### config.mk
export PLATFORM = sky130hd
export DESIGN_NAME = byte_link_xcvr
export DESIGN_NICKNAME = d
export VERILOG_FILES = /design/src/rtl/byte_link_pkg.sv /design/src/rtl/byte_link_sync.sv /design/src/rtl/byte_link_shifter.sv /design/src/rtl/byte_link_xcvr.sv
export SDC_FILE = /design/constraint.sdc
export NUM_CORES = 1
export LEC_CHECK = 0
export BUFFER_PORTS_ARGS = -buffer_cell sky130_fd_sc_hd__buf_4
export CORE_ASPECT_RATIO = 1.1
export CORE_MARGIN = 3
export CORE_UTILIZATION = 45
export CTS_BUF_LIST = sky130_fd_sc_hd__clkbuf_2 sky130_fd_sc_hd__clkbuf_4 sky130_fd_sc_hd__clkbuf_8
export DETAILED_ROUTE_END_ITERATION = 12
export PLACE_DENSITY = 0.64
export SLEW_MARGIN = 20
export SYNTH_ARGS = -nofsm -noshare
export SYNTH_HDL_FRONTEND = slang
export SYNTH_SLANG_ARGS = --single-unit
### constraint.sdc
create_clock -name clk -period 3.8 [get_ports clk]
set_input_delay 0.76 -clock clk [delete_from_list [all_inputs] [get_ports clk]]
set_output_delay 0.76 -clock clk [all_outputs]
set_load 0.02 [all_outputs]
### src/rtl/byte_link_pkg.sv
package byte_link_pkg;
    typedef enum logic [1:0] {
        ST_IDLE  = 2'd0,
        ST_SHIFT = 2'd1,
        ST_WAIT  = 2'd2
    } xfer_state_e;
endpackage

### src/rtl/byte_link_sync.sv
module byte_link_sync #(
    parameter int WIDTH  = 1,
    parameter int STAGES = 2
) (
    input  logic             clk,
    input  logic             rst_n,
    input  logic [WIDTH-1:0] async_i,
    input  logic [WIDTH-1:0] rst_val_i,
    output logic [WIDTH-1:0] sync_o
);
    logic [WIDTH-1:0] stage_q [STAGES];
    logic [WIDTH-1:0] stage_d [STAGES];

    always_comb begin
        stage_d[0] = async_i;
        for (int i = 1; i < STAGES; i++) begin
            stage_d[i] = stage_q[i-1];
        end
    end

    generate
        for (genvar g = 0; g < STAGES; g++) begin : g_stage
            always_ff @(posedge clk or negedge rst_n) begin
                if (!rst_n) stage_q[g] <= rst_val_i;
                else        stage_q[g] <= stage_d[g];
            end
        end
    endgenerate

    assign sync_o = stage_q[STAGES-1];
endmodule

### src/rtl/byte_link_shifter.sv
module byte_link_shifter #(
    parameter int BITS = 8
) (
    input  logic            clk,
    input  logic            rst_n,
    input  logic            load_i,
    input  logic [BITS-1:0] load_val_i,
    input  logic            shift_i,
    input  logic            bit_i,
    output logic [BITS-1:0] q_o
);
    logic [BITS-1:0] sh_d, sh_q;

    always_comb begin
        sh_d = sh_q;
        if (load_i)       sh_d = load_val_i;
        else if (shift_i) sh_d = {sh_q[BITS-2:0], bit_i};
    end

    always_ff @(posedge clk or negedge rst_n) begin
        if (!rst_n) sh_q <= '0;
        else        sh_q <= sh_d;
    end

    assign q_o = sh_q;
endmodule

### src/rtl/byte_link_xcvr.sv
module byte_link_xcvr
    import byte_link_pkg::*;
#(
    parameter int BITS        = 8,
    parameter int SYNC_STAGES = 2,
    parameter int TIMEOUT_CYC = 3_200_000
) (
    input  logic            clk,
    input  logic            rst_n,
    input  logic            start_i,
    input  logic            dir_out_i,
    input  logic [BITS-1:0] tx_byte_i,
    output logic            idle_o,
    output logic            done_o,
    output logic [BITS-1:0] rx_byte_o,
    output logic            warn_o,
    output logic            err_o,
    input  logic            sclk_i,
    input  logic            sdata_i,
    output logic            sdata_o,
    output logic            sdata_oe_o,
    output logic            req_n_o,
    input  logic            ack_n_i
);
    localparam int CNT_W = (BITS > 1) ? $clog2(BITS) : 1;
    localparam int TMR_W = $clog2(TIMEOUT_CYC + 1);
    localparam logic [CNT_W-1:0] LAST_BIT = CNT_W'(BITS - 1);
    localparam logic [TMR_W-1:0] TMR_END  = TMR_W'(TIMEOUT_CYC - 1);

    typedef struct packed {
        xfer_state_e     st;
        logic            dir_out;
        logic [CNT_W-1:0] bits;
        logic [TMR_W-1:0] tmr;
        logic            req_n;
        logic            done;
        logic            warn;
        logic            err;
        logic            sclk_prev;
        logic [BITS-1:0] rx;
    } xcvr_regs_t;

    xcvr_regs_t r_d, r_q;

    // synchronised peer signals: {sclk, sdata, ack_n}
    logic [2:0] link_s;
    logic       sclk_s, sdata_s, ack_s;

    byte_link_sync #(.WIDTH(3), .STAGES(SYNC_STAGES)) u_sync (
        .clk       (clk),
        .rst_n     (rst_n),
        .async_i   ({sclk_i, sdata_i, ack_n_i}),
        .rst_val_i (3'b001),
        .sync_o    (link_s)
    );
    assign {sclk_s, sdata_s, ack_s} = link_s;

    logic            sh_load, sh_shift, sh_in;
    logic [BITS-1:0] sh_q;
    logic [BITS-1:0] sh_load_val;
    logic            clk_rise;

    byte_link_shifter #(.BITS(BITS)) u_shift (
        .clk        (clk),
        .rst_n      (rst_n),
        .load_i     (sh_load),
        .load_val_i (sh_load_val),
        .shift_i    (sh_shift),
        .bit_i      (sh_in),
        .q_o        (sh_q)
    );

    assign clk_rise    = sclk_s & ~r_q.sclk_prev;
    assign sh_load_val = dir_out_i ? tx_byte_i : '0;
    assign sh_in       = r_q.dir_out ? 1'b0 : sdata_s;

    always_comb begin
        r_d           = r_q;
        r_d.done      = 1'b0;
        r_d.warn      = 1'b0;
        r_d.err       = 1'b0;
        r_d.sclk_prev = sclk_s;
        sh_load       = 1'b0;
        sh_shift      = 1'b0;
        unique case (r_q.st)
            ST_IDLE: begin
                if (start_i) begin
                    r_d.st      = ST_SHIFT;
                    r_d.dir_out = dir_out_i;
                    r_d.bits    = '0;
                    r_d.req_n   = 1'b0;
                    sh_load     = 1'b1;
                end
            end
            ST_SHIFT: begin
                if (clk_rise) begin
                    sh_shift = 1'b1;
                    if (r_q.bits == LAST_BIT) begin
                        r_d.st    = ST_WAIT;
                        r_d.req_n = 1'b1;
                        r_d.tmr   = '0;
                        r_d.warn  = ack_s;
                        if (!r_q.dir_out) r_d.rx = {sh_q[BITS-2:0], sdata_s};
                    end else begin
                        r_d.bits = r_q.bits + 1'b1;
                    end
                end
            end
            ST_WAIT: begin
                if (ack_s) begin
                    r_d.done = 1'b1;
                    r_d.st   = ST_IDLE;
                end else if (r_q.tmr == TMR_END) begin
                    r_d.err = 1'b1;
                    r_d.st  = ST_IDLE;
                end else begin
                    r_d.tmr = r_q.tmr + 1'b1;
                end
            end
            default: r_d.st = ST_IDLE;
        endcase
    end

    always_ff @(posedge clk or negedge rst_n) begin
        if (!rst_n) begin
            r_q           <= '0;
            r_q.st        <= ST_IDLE;
            r_q.req_n     <= 1'b1;
        end else begin
            r_q <= r_d;
        end
    end

    assign idle_o     = (r_q.st == ST_IDLE);
    assign done_o     = r_q.done;
    assign warn_o     = r_q.warn;
    assign err_o      = r_q.err;
    assign rx_byte_o  = r_q.rx;
    assign req_n_o    = r_q.req_n;
    assign sdata_o    = sh_q[BITS-1];
    assign sdata_oe_o = (r_q.st == ST_SHIFT) && r_q.dir_out;
endmodule

==> results.sh, run 1 <==
export IMPL_r2r_cells=6
export IMPL_min_period_ps=2343
export IMPL_wl_met1_mm=2.532
export IMPL_synthMostInstantiatedCell="dfrtp_1"
export IMPL_routed_top_layer="met4"
export IMPL_grt_antenna_before_repair=0
export IMPL_worstPathRequired_ps=4000
export IMPL_status="finished clean"
export IMPL_p_sw_mw=0.4924
export IMPL_synth_net_count=291
export IMPL_tightest_slew_ps=945.5
export IMPL_hold_ws_ps=357.7
export IMPL_start_util=0.4782
export IMPL_syn_area_um2=2664
export IMPL_clkSlewWorstSetupHoldPaths_ps=110
export IMPL_slew_headroom=0.3639
export IMPL_die_h_um=86.70
export IMPL_synth_top_area_frac=0.4885
export IMPL_ys_flop_type="dfrtp_1"
export IMPL_rsz0062_at_grt="no"
export IMPL_critPathKind="register to register"
export IMPL_wl_per_cell_um=14.79
export IMPL_placedCellCount=358
export IMPL_clock_skew_ps=9.306
export IMPL_clock_sinks=55
export IMPL_crit_family="compound AO/OA/AOI/OAI gates"
export IMPL_synth_edff_count=0
export IMPL_dp_slack_ps=1471
export IMPL_avgViaCountPerCell=5.669
export IMPL_grt_max_degree=56
export IMPL_die_w_um=79.36
export IMPL_synth_cell_types=40
export IMPL_tritoncts="done"
export IMPL_postCtsSetupBuffers=0
export IMPL_htreeDepth=2
export IMPL_fin_ws_ps=1457
export IMPL_placed_cell_area_um2=2861
export IMPL_hold_buffers=0
export IMPL_dr_total_vias=2075
export IMPL_area_sequential_um2=1380
export IMPL_holdPathStages=0
export IMPL_ir_drop_v=0.0001957
export IMPL_leakagePower_nw=1.328
export IMPL_synthCells=273
export IMPL_max_cap_violations=0
export IMPL_setup_tns_ps=0
export IMPL_n_antenna_cell=0
export IMPL_crit_path_start_kind="register"
export IMPL_core_rowCount=28
export IMPL_min_path_type="register to register"
export IMPL_synth_area_leader_cell="dfrtp_1"
export IMPL_max_stage_delay_ps=490
export IMPL_core_area_um2=5570
export IMPL_crit_slowest_cell="a41oi_2"
export IMPL_cts_buffer_depth=2
export IMPL_ys_top_cells_by_area="dfrtp_1 49%, a31oi_1 4.9%, o21ai_0 4.1%"
export IMPL_multi_input_area_um2=1154
export IMPL_path_cells="ha_1 > nand3_1 > nor3_1 > a41oi_2 > a41oi_1 > a31oi_1"
export IMPL_grt_util_all_layers=0.1718
export IMPL_clock_latency_ps=310
export IMPL_crit_buf_inv=0
export IMPL_fmax_mhz=426.8
export IMPL_drt_iter0_drc=112
export IMPL_clkPwrFrac=0.257
export IMPL_synth_seq_cells=55
export IMPL_ios=30
export IMPL_dp_hpwl_mm=3.710
export IMPL_wl_met2_mm=2.548
export IMPL_power_density_nw_per_um2=521.0
export IMPL_final_area_um2=2984
export IMPL_slew_violations=0
export IMPL_finalWirelength_mm=5.413
export IMPL_pwr_share_comb=0.248
export IMPL_overflow=0
export IMPL_grt_pass1_vias=2030
export IMPL_async_flop_share=1.000
export IMPL_fin_crit_sh=0.6166
export IMPL_drc_errors=0
export IMPL_crit_arrival_ps=2540
export IMPL_met3WireLength_um=248
export IMPL_gp_congestion=0.8136
export IMPL_ctsResizeCount=0
export IMPL_crit_cells=6
export IMPL_area_growth_pct=12.02
export IMPL_hold_viol=0
export IMPL_grt_pass1_wl_mm=9.446
export IMPL_yosysWarnings=0
export IMPL_layout_drive_gt1_share=0.2027
export IMPL_crit_path_end_kind="register"
export IMPL_synth_common_cells="52 x dfrtp_1, 26 x nand2_1, 26 x nor2_1"
export IMPL_fin_cells=366
export IMPL_num_fill_cells=489
export IMPL_setup_viol=0
export IMPL_seq_area_frac_synth=0.5181
export IMPL_nNetsFinal=308
export IMPL_p_int_mw=1.062
export IMPL_cts_made_buffers=5
export IMPL_crit_fanout=18
export IMPL_synth_avg_cell_area_um2=9.758
export IMPL_drt_pass1_iter_count=4
export IMPL_switching_share=0.3168
export IMPL_p_seq_frac=0.495
export IMPL_ant_nets=0
export IMPL_portBuffers=29
export IMPL_power_total_mw=1.555
export IMPL_dieArea_um2=6880
export IMPL_cts_root_buf="clkbuf_8"
export IMPL_post_route_util=0.5357
[metal layers]
layer  vias up  track usage
met5         -            0
met4         0      0.05000
met1       987       0.2287
met3         7      0.03950
met2        46       0.2810
li1       1035            -
[state kept, by name, summed over array words and instances (netlist names)]
register and cells:
rx_byte_o 8, req_n_o 1, u_sync.stage_d 3, r_q 29, warn_o 1, done_o 1, u_shift.q_o 8, u_sync.sync_o 3
err_o 1
[cell type report]
class / instances / share of cell area
Sequential cell: 55 / 0.4625
Multi-Input combinational cell: 194 / 0.3866
Timing Repair Buffer: 30 / 0.07547
Tap cell: 75 / 0.03145
Clock buffer: 5 / 0.02306
Clock inverter: 3 / 0.01593
Inverter: 4 / 0.005031
[power groups by stage]
stage                     combinational (mW)  sequential [mW]  clock [mW]
final                                  0.385            0.769       0.400
after global routing                   0.435            0.788       0.439
after CTS                              0.393            0.772       0.413
after detailed placement               0.393            0.784           0
after global placement                 0.384            0.777           0
after floorplan                        0.293            0.763           0
[worst paths after layout]
path	start	end	slack, ps
max in group asynchronous	rst_n	u_shift.q_o[1]	2860
hold / removal	u_sync.stage_d[1]	u_sync.sync_o[1]	360
min in group asynchronous	rst_n	r_q[37]	460
hold reg to reg	u_sync.stage_d[1]	u_sync.sync_o[1]	360
setup / recovery	r_q[13]	r_q[22]	1460
setup reg to reg	r_q[13]	r_q[22]	1460
[logic make-up after synthesis]
family | Yosys count | synth area share
AOI/OAI and AO/OA | 74 | 0.1724
muxes | 9 | 0.03805
DFF | 55 | 0.5181
adders and majority gates | 3 | 0.01409
buffers and inverters | 24 | 0.05120
and+or+nand+nor | 108 | 0.2062
[cell usage in the layout, fill, tap and decap left out, types with 2 or more instances in the layout]
master,n
nand3b_1,2
nand3_1,20
nand2b_1,4
o211ai_1,2
a21oi_1,15
a21o_1,2
a22o_1,2
nand4_1,8
nor2_1,26
mux2_2,9
and2_1,2
dfrtp_1,52
o21ai_0,22
nor4_1,2
inv_1,3
nand2_1,26
buf_4,30
nor3_1,5
clkbuf_8,5
ha_1,3
dfstp_2,3
o21ai_1,2
nor2b_1,2
a41oi_1,5
a31oi_1,21
and3_1,3
(Power assumes the default switching activity.)
==> run 2, diff against run 1 <==
==> constraint.sdc (replaced) <==
create_clock -name clk -period 2.2 [get_ports clk]
set_input_delay 0.44 -clock clk [delete_from_list [all_inputs] [get_ports clk]]
set_output_delay 0.44 -clock clk [all_outputs]
set_load 0.02 [all_outputs]
==> results.sh, run 2 (same netlist as run 1, synthesis figures left out) <==
export IMPL_grt_util_all_layers=0.1731
export IMPL_core_area_um2=5570
export IMPL_nNetsFinal=321
export IMPL_fin_ws_ps=137.9
export IMPL_leakagePower_nw=1.373
export IMPL_clkPwrFrac=0.216
export IMPL_fin_crit_sh=0.9373
export IMPL_ios=30
export IMPL_power_density_nw_per_um2=845.0
export IMPL_dp_slack_ps=179.4
export IMPL_crit_slowest_cell="or4b_4"
export IMPL_status="finished clean"
export IMPL_crit_path_start_kind="register"
export IMPL_setup_viol=0
export IMPL_p_seq_frac=0.506
export IMPL_core_rowCount=28
export IMPL_p_sw_mw=0.8492
export IMPL_cp_common_cell="o21ai_0"
export IMPL_die_w_um=79.36
export IMPL_crit_fanout=10
export IMPL_htreeDepth=2
export IMPL_pwr_share_comb=0.279
export IMPL_postCtsSetupBuffers=0
export IMPL_grt_pass1_wl_mm=9.480
export IMPL_startpoint="r_q[14]"
export IMPL_setup_tns_ps=0
export IMPL_ctsResizeCount=0
export IMPL_rsz0062_at_grt="no"
export IMPL_grt_max_degree=56
export IMPL_largest_reg_flops=29
export IMPL_clock_latency_ps=310
export IMPL_clkSlewWorstSetupHoldPaths_ps=100
export IMPL_r2r_start="r_q[14]"
export IMPL_path_cells="ha_1 > nand3_1 > or4b_4 > o21ai_4 > buf_4 > o21ai_0 > o21ai_0"
export IMPL_final_common_cell="dfrtp_1"
export IMPL_portBuffers=29
export IMPL_dr_total_vias=2136
export IMPL_gp_congestion=0.8350
export IMPL_worstPathRequired_ps=2420
export IMPL_tritoncts="done"
export IMPL_area_growth_pct=14.61
export IMPL_grt_pass1_vias=1974
export IMPL_clock_sinks=55
export IMPL_hold_ws_ps=162.5
export IMPL_dp_hpwl_mm=3.936
export IMPL_ir_drop_v=0.0003949
export IMPL_start_util=0.4782
export IMPL_slew_violations=0
export IMPL_drc_errors=0
export IMPL_max_stage_delay_ps=520
export IMPL_avgViaCountPerCell=5.636
export IMPL_layout_drive_gt1_share=0.2368
export IMPL_cts_root_buf="clkbuf_8"
export IMPL_grt_antenna_before_repair=0
export IMPL_placed_cell_area_um2=2959
export IMPL_overflow=0
export IMPL_n_antenna_cell=0
export IMPL_drt_iter0_drc=104
export IMPL_cts_made_buffers=5
export IMPL_min_period_ps=2062
export IMPL_wl_per_cell_um=14.72
export IMPL_p_int_mw=1.730
export IMPL_clock_skew_ps=7.890
export IMPL_ant_nets=0
export IMPL_cts_buffer_depth=2
export IMPL_crit_arrival_ps=2280
export IMPL_hold_buffers=0
export IMPL_critPathKind="register to register"
export IMPL_min_path_type="input port to async pin"
export IMPL_switching_share=0.3292
export IMPL_max_cap_violations=0
export IMPL_hold_viol=0
export IMPL_drt_pass1_iter_count=4
export IMPL_regMostFlops="r_q"
export IMPL_fmax_mhz=484.9
export IMPL_tightest_slew_ps=697.5
export IMPL_final_cell_mix="52 x dfrtp_1, 43 x buf_4, 26 x nor2_1, 26 x nand2_1, 22 x o21ai_0"
export IMPL_slew_headroom=0.5350
export IMPL_finalWirelength_mm=5.579
export IMPL_final_area_um2=3053
export IMPL_die_h_um=86.70
export IMPL_crit_path_end_kind="register"
export IMPL_dieArea_um2=6880
[run 2: cell types whose count changed in the layout (fill, tap and decap cells not counted), sizes merged]
cell	before	now
inv	5	4
clkinvlp	0	2
buf	30	43
bufinv	1	0
[run 2: worst paths after layout]
path / end / slack, ps / cells after the start
setup / recovery: r_q[34] / 140 / 7
hold / removal: r_q[35] / 160 / 1
setup reg to reg: r_q[34] / 140 / 7
hold reg to reg: u_sync.sync_o[2] / 350 / 0
max in group asynchronous: r_q[34] / 1560 / 1
min in group clk: u_sync.stage_d[1] / 230 / 1
[run 2: routing by layer]
layer,wire length [um],global-route usage,vias up
met5,0,0,-
met4,55,0.04219,0
met3,252,0.03950,6
met2,2688,0.2910,40
met1,2582,0.2275,1040
li1,-,-,1050
[run 2: cell type report]
cell class | instances | area [um2]
inverters | 4 | 15.01
clock buffers | 5 | 68.82
flip-flops and latches | 55 | 1380
repair buffers | 43 | 322.8
clock inverters | 3 | 20.02
well taps | 75 | 93.84
fillers | 502 | 2517
multi-input cells | 194 | 1152
[run 2: critical path, delay by kind of cell, from the launching register on]
| family | cells | cell delay, ps |
|---|---|---|
| simple gates | 2 | 670 |
| compound gates | 3 | 430 |
| fa+ha+maj | 1 | 230 |
| flops | 1 | 440 |
| buf+inv | 1 | 220 |
[run 2: metrics by stage]
step | util | total power [mW] | std cells
CTS | 0.5472 | 2.617 | 379
global route | 0.5481 | 2.750 | 379
finish | 0.5481 | 2.580 | 379
floorplan | - | 1.825 | 273
detailed placement | 0.5312 | 2.056 | 371
global placement | 0.5312 | 2.030 | 371
[run 2: power groups by stage]
stage	sequential, mW	clock [mW]	combinational (mW)
6_report	1.30	0.556	0.719
5_1_grt	1.33	0.619	0.799
4_1_cts	1.31	0.579	0.731
3_5_place_dp	1.33	0	0.728
3_3_place_gp	1.32	0	0.708
2_1_floorplan	1.32	0	0.506
==> run 3, diff against run 2 <==
--- a/config.mk
+++ b/config.mk
@@ -5,6 +5,7 @@
 export SDC_FILE = /design/constraint.sdc
 export NUM_CORES = 1
 export LEC_CHECK = 0
+export ABC_AREA = 1
 export BUFFER_PORTS_ARGS = -buffer_cell sky130_fd_sc_hd__buf_4
 export CORE_ASPECT_RATIO = 1.1
 export CORE_MARGIN = 3
==> results.sh, run 3 <==
export IMPL_fin_ws_ps=286.4
export IMPL_crit_arrival_ps=2170
export IMPL_ys_flop_type="dfrtp_1"
export IMPL_nNetsFinal=412
export IMPL_async_flop_share=1.000
export IMPL_power_density_nw_per_um2=732.1
export IMPL_synth_net_count=389
export IMPL_critPathKind="register to register"
export IMPL_overflow=0
export IMPL_area_growth_pct=10.38
export IMPL_max_cap_violations=0
export IMPL_fmax_mhz=522.6
export IMPL_crit_fanout=17
export IMPL_gp_congestion=0.8504
export IMPL_synthMostInstantiatedCell="nand2_1"
export IMPL_syn_area_um2=2978
export IMPL_min_path_type="input port to async pin"
export IMPL_synth_common_cells="93 x nand2_1, 52 x dfrtp_1, 47 x nor2_1"
export IMPL_setup_tns_ps=0
export IMPL_slew_headroom=0.5464
export IMPL_grt_max_degree=56
export IMPL_core_rowCount=30
export IMPL_cts_buffer_depth=2
export IMPL_hold_buffers=0
export IMPL_min_period_ps=1914
export IMPL_portBuffers=29
export IMPL_power_total_mw=2.406
export IMPL_die_w_um=83.56
export IMPL_hold_ws_ps=153.2
export IMPL_synth_seq_cells=55
export IMPL_synth_edff_count=0
export IMPL_avgViaCountPerCell=4.943
export IMPL_crit_path_end_kind="register"
export IMPL_cts_root_buf="clkbuf_8"
export IMPL_rsz0062_at_grt="no"
export IMPL_synth_avg_cell_area_um2=8.027
export IMPL_max_stage_delay_ps=410
export IMPL_fin_crit_sh=0.8698
export IMPL_synth_top_area_frac=0.4370
export IMPL_dieArea_um2=7631
export IMPL_drt_pass1_iter_count=4
export IMPL_synthCells=371
export IMPL_clkSlewWorstSetupHoldPaths_ps=100
export IMPL_num_fill_cells=629
export IMPL_dp_hpwl_mm=4.471
export IMPL_status="finished clean"
export IMPL_finalWirelength_mm=6.012
export IMPL_wl_per_cell_um=12.66
export IMPL_dr_total_vias=2348
export IMPL_ir_drop_v=0.0003572
export IMPL_hold_viol=0
export IMPL_ant_nets=0
export IMPL_grt_antenna_before_repair=0
export IMPL_slew_violations=0
export IMPL_ctsResizeCount=0
export IMPL_clock_skew_ps=7.681
export IMPL_regMostFlops="r_q"
export IMPL_worstPathRequired_ps=2460
export IMPL_dp_slack_ps=307.1
export IMPL_tightest_slew_ps=680.4
export IMPL_die_h_um=91.32
export IMPL_grt_pass1_vias=2268
export IMPL_largest_reg_flops=29
export IMPL_htreeDepth=2
export IMPL_crit_path_start_kind="register"
export IMPL_ys_top_cells_by_area="dfrtp_1 44%, nand2_1 12%, nor2_1 5.9%"
export IMPL_synth_area_leader_cell="dfrtp_1"
export IMPL_clock_sinks=55
export IMPL_tritoncts="done"
export IMPL_postCtsSetupBuffers=0
export IMPL_start_util=0.4722
export IMPL_core_area_um2=6306
export IMPL_path_cells="ha_1 > nand2_2 > nor2_2 > nand2_2 > nor2_2 > nand2_1 > nand2_1 > nand2_2 > inv_2 > nand2_1 > nand2_2"
export IMPL_final_cell_mix="93 x nand2_1, 52 x dfrtp_1, 47 x nor2_1"
export IMPL_grt_pass1_wl_mm=10.46
export IMPL_drc_errors=0
export IMPL_synth_cell_types=30
export IMPL_ios=30
export IMPL_grt_util_all_layers=0.1656
export IMPL_seq_area_frac_synth=0.4634
export IMPL_setup_viol=0
export IMPL_final_common_cell="nand2_1"
export IMPL_n_antenna_cell=0
export IMPL_cts_made_buffers=5
export IMPL_leakagePower_nw=1.474
export IMPL_layout_drive_gt1_share=0.2152
export IMPL_yosysWarnings=0
export IMPL_clock_latency_ps=310
export IMPL_crit_slowest_cell="dfrtp_1"
export IMPL_drt_iter0_drc=59
export IMPL_cp_common_cell="nand2_2"
run 3: changes by cell type after synthesis, sizes merged, moves of 3 or more:
cell    delta
a21oi     +13
a31oi     -20
a41oi      -6
and3       -3
clkbuf     -5
inv       +38
nand2     +74
nand2b     -4
nand3     +13
nand4      -3
nor2      +29
o21ai     -11
run 3: logic make-up after synthesis:
group,count (synthesis),synth area share
buffers and inverters,60,0.1000
adders and majority gates,3,0.01261
AOI/OAI and AO/OA,45,0.08025
and+or+nand+nor,200,0.3134
muxes,8,0.03025
DFF,55,0.4634
run 3: layout make-up:
| type | instances | area [um2] | area share |
|---|---|---|---|
| Tap cell | 80 | 100.1 | 0.03045 |
| Timing Repair Buffer | 33 | 247.7 | 0.07537 |
| Clock inverter | 3 | 28.78 | 0.008755 |
| Inverter | 43 | 161.4 | 0.04911 |
| Multi-Input combinational cell | 256 | 1300 | 0.3955 |
| Sequential cell | 55 | 1380 | 0.4199 |
| Clock buffer | 5 | 68.82 | 0.02094 |
run 3: metrics by stage:
step	instances	instance area (um2)	util
2_1_floorplan	371	2978	-
3_3_place_gp	467	3189	0.5058
3_5_place_dp	467	3189	0.5058
4_1_cts	475	3287	0.5212
5_1_grt	475	3287	0.5212
6_report	475	3287	0.5212
run 3: worst paths after layout:
path | startpoint | endpoint | slack (ps) | depth (start not counted)
worst min-delay path | rst_n | r_q[35] | 150 | 1
worst max-delay path | r_q[13] | r_q[34] | 290 | 11
worst max register to register | r_q[13] | r_q[34] | 290 | 11
worst min register to register | u_sync.stage_d[0] | u_sync.sync_o[0] | 360 | 0
max in group asynchronous | rst_n | r_q[27] | 1590 | 1
min in group clk | sdata_i | u_sync.stage_d[1] | 220 | 1
run 3: critical path: cells and delay by family, from the launching register on:
kind                       cells  cell delay (ps)
buffers and inverters          1              310
adders and majority gates      1              200
and+or+nand+nor                9              940
DFF                            1              410
run 3: where the power goes:
group	switching (mW)	internal (mW)	leakage, nW
Combinational	0.294	0.228	0.722
Clock	0.363	0.237	0.0502
Sequential	0.106	1.18	0.702
run 3: routing by layer:
metal  routed length [um]  track usage  part of all wire  vias up
li1                     -            -                 -     1225
met1                 2786       0.2040              0.46     1084
met2                 2913       0.2905              0.48       32
met3                  232      0.03448             0.039        7
met4                   80      0.04960             0.013        0
met5                    0            0                 0        -
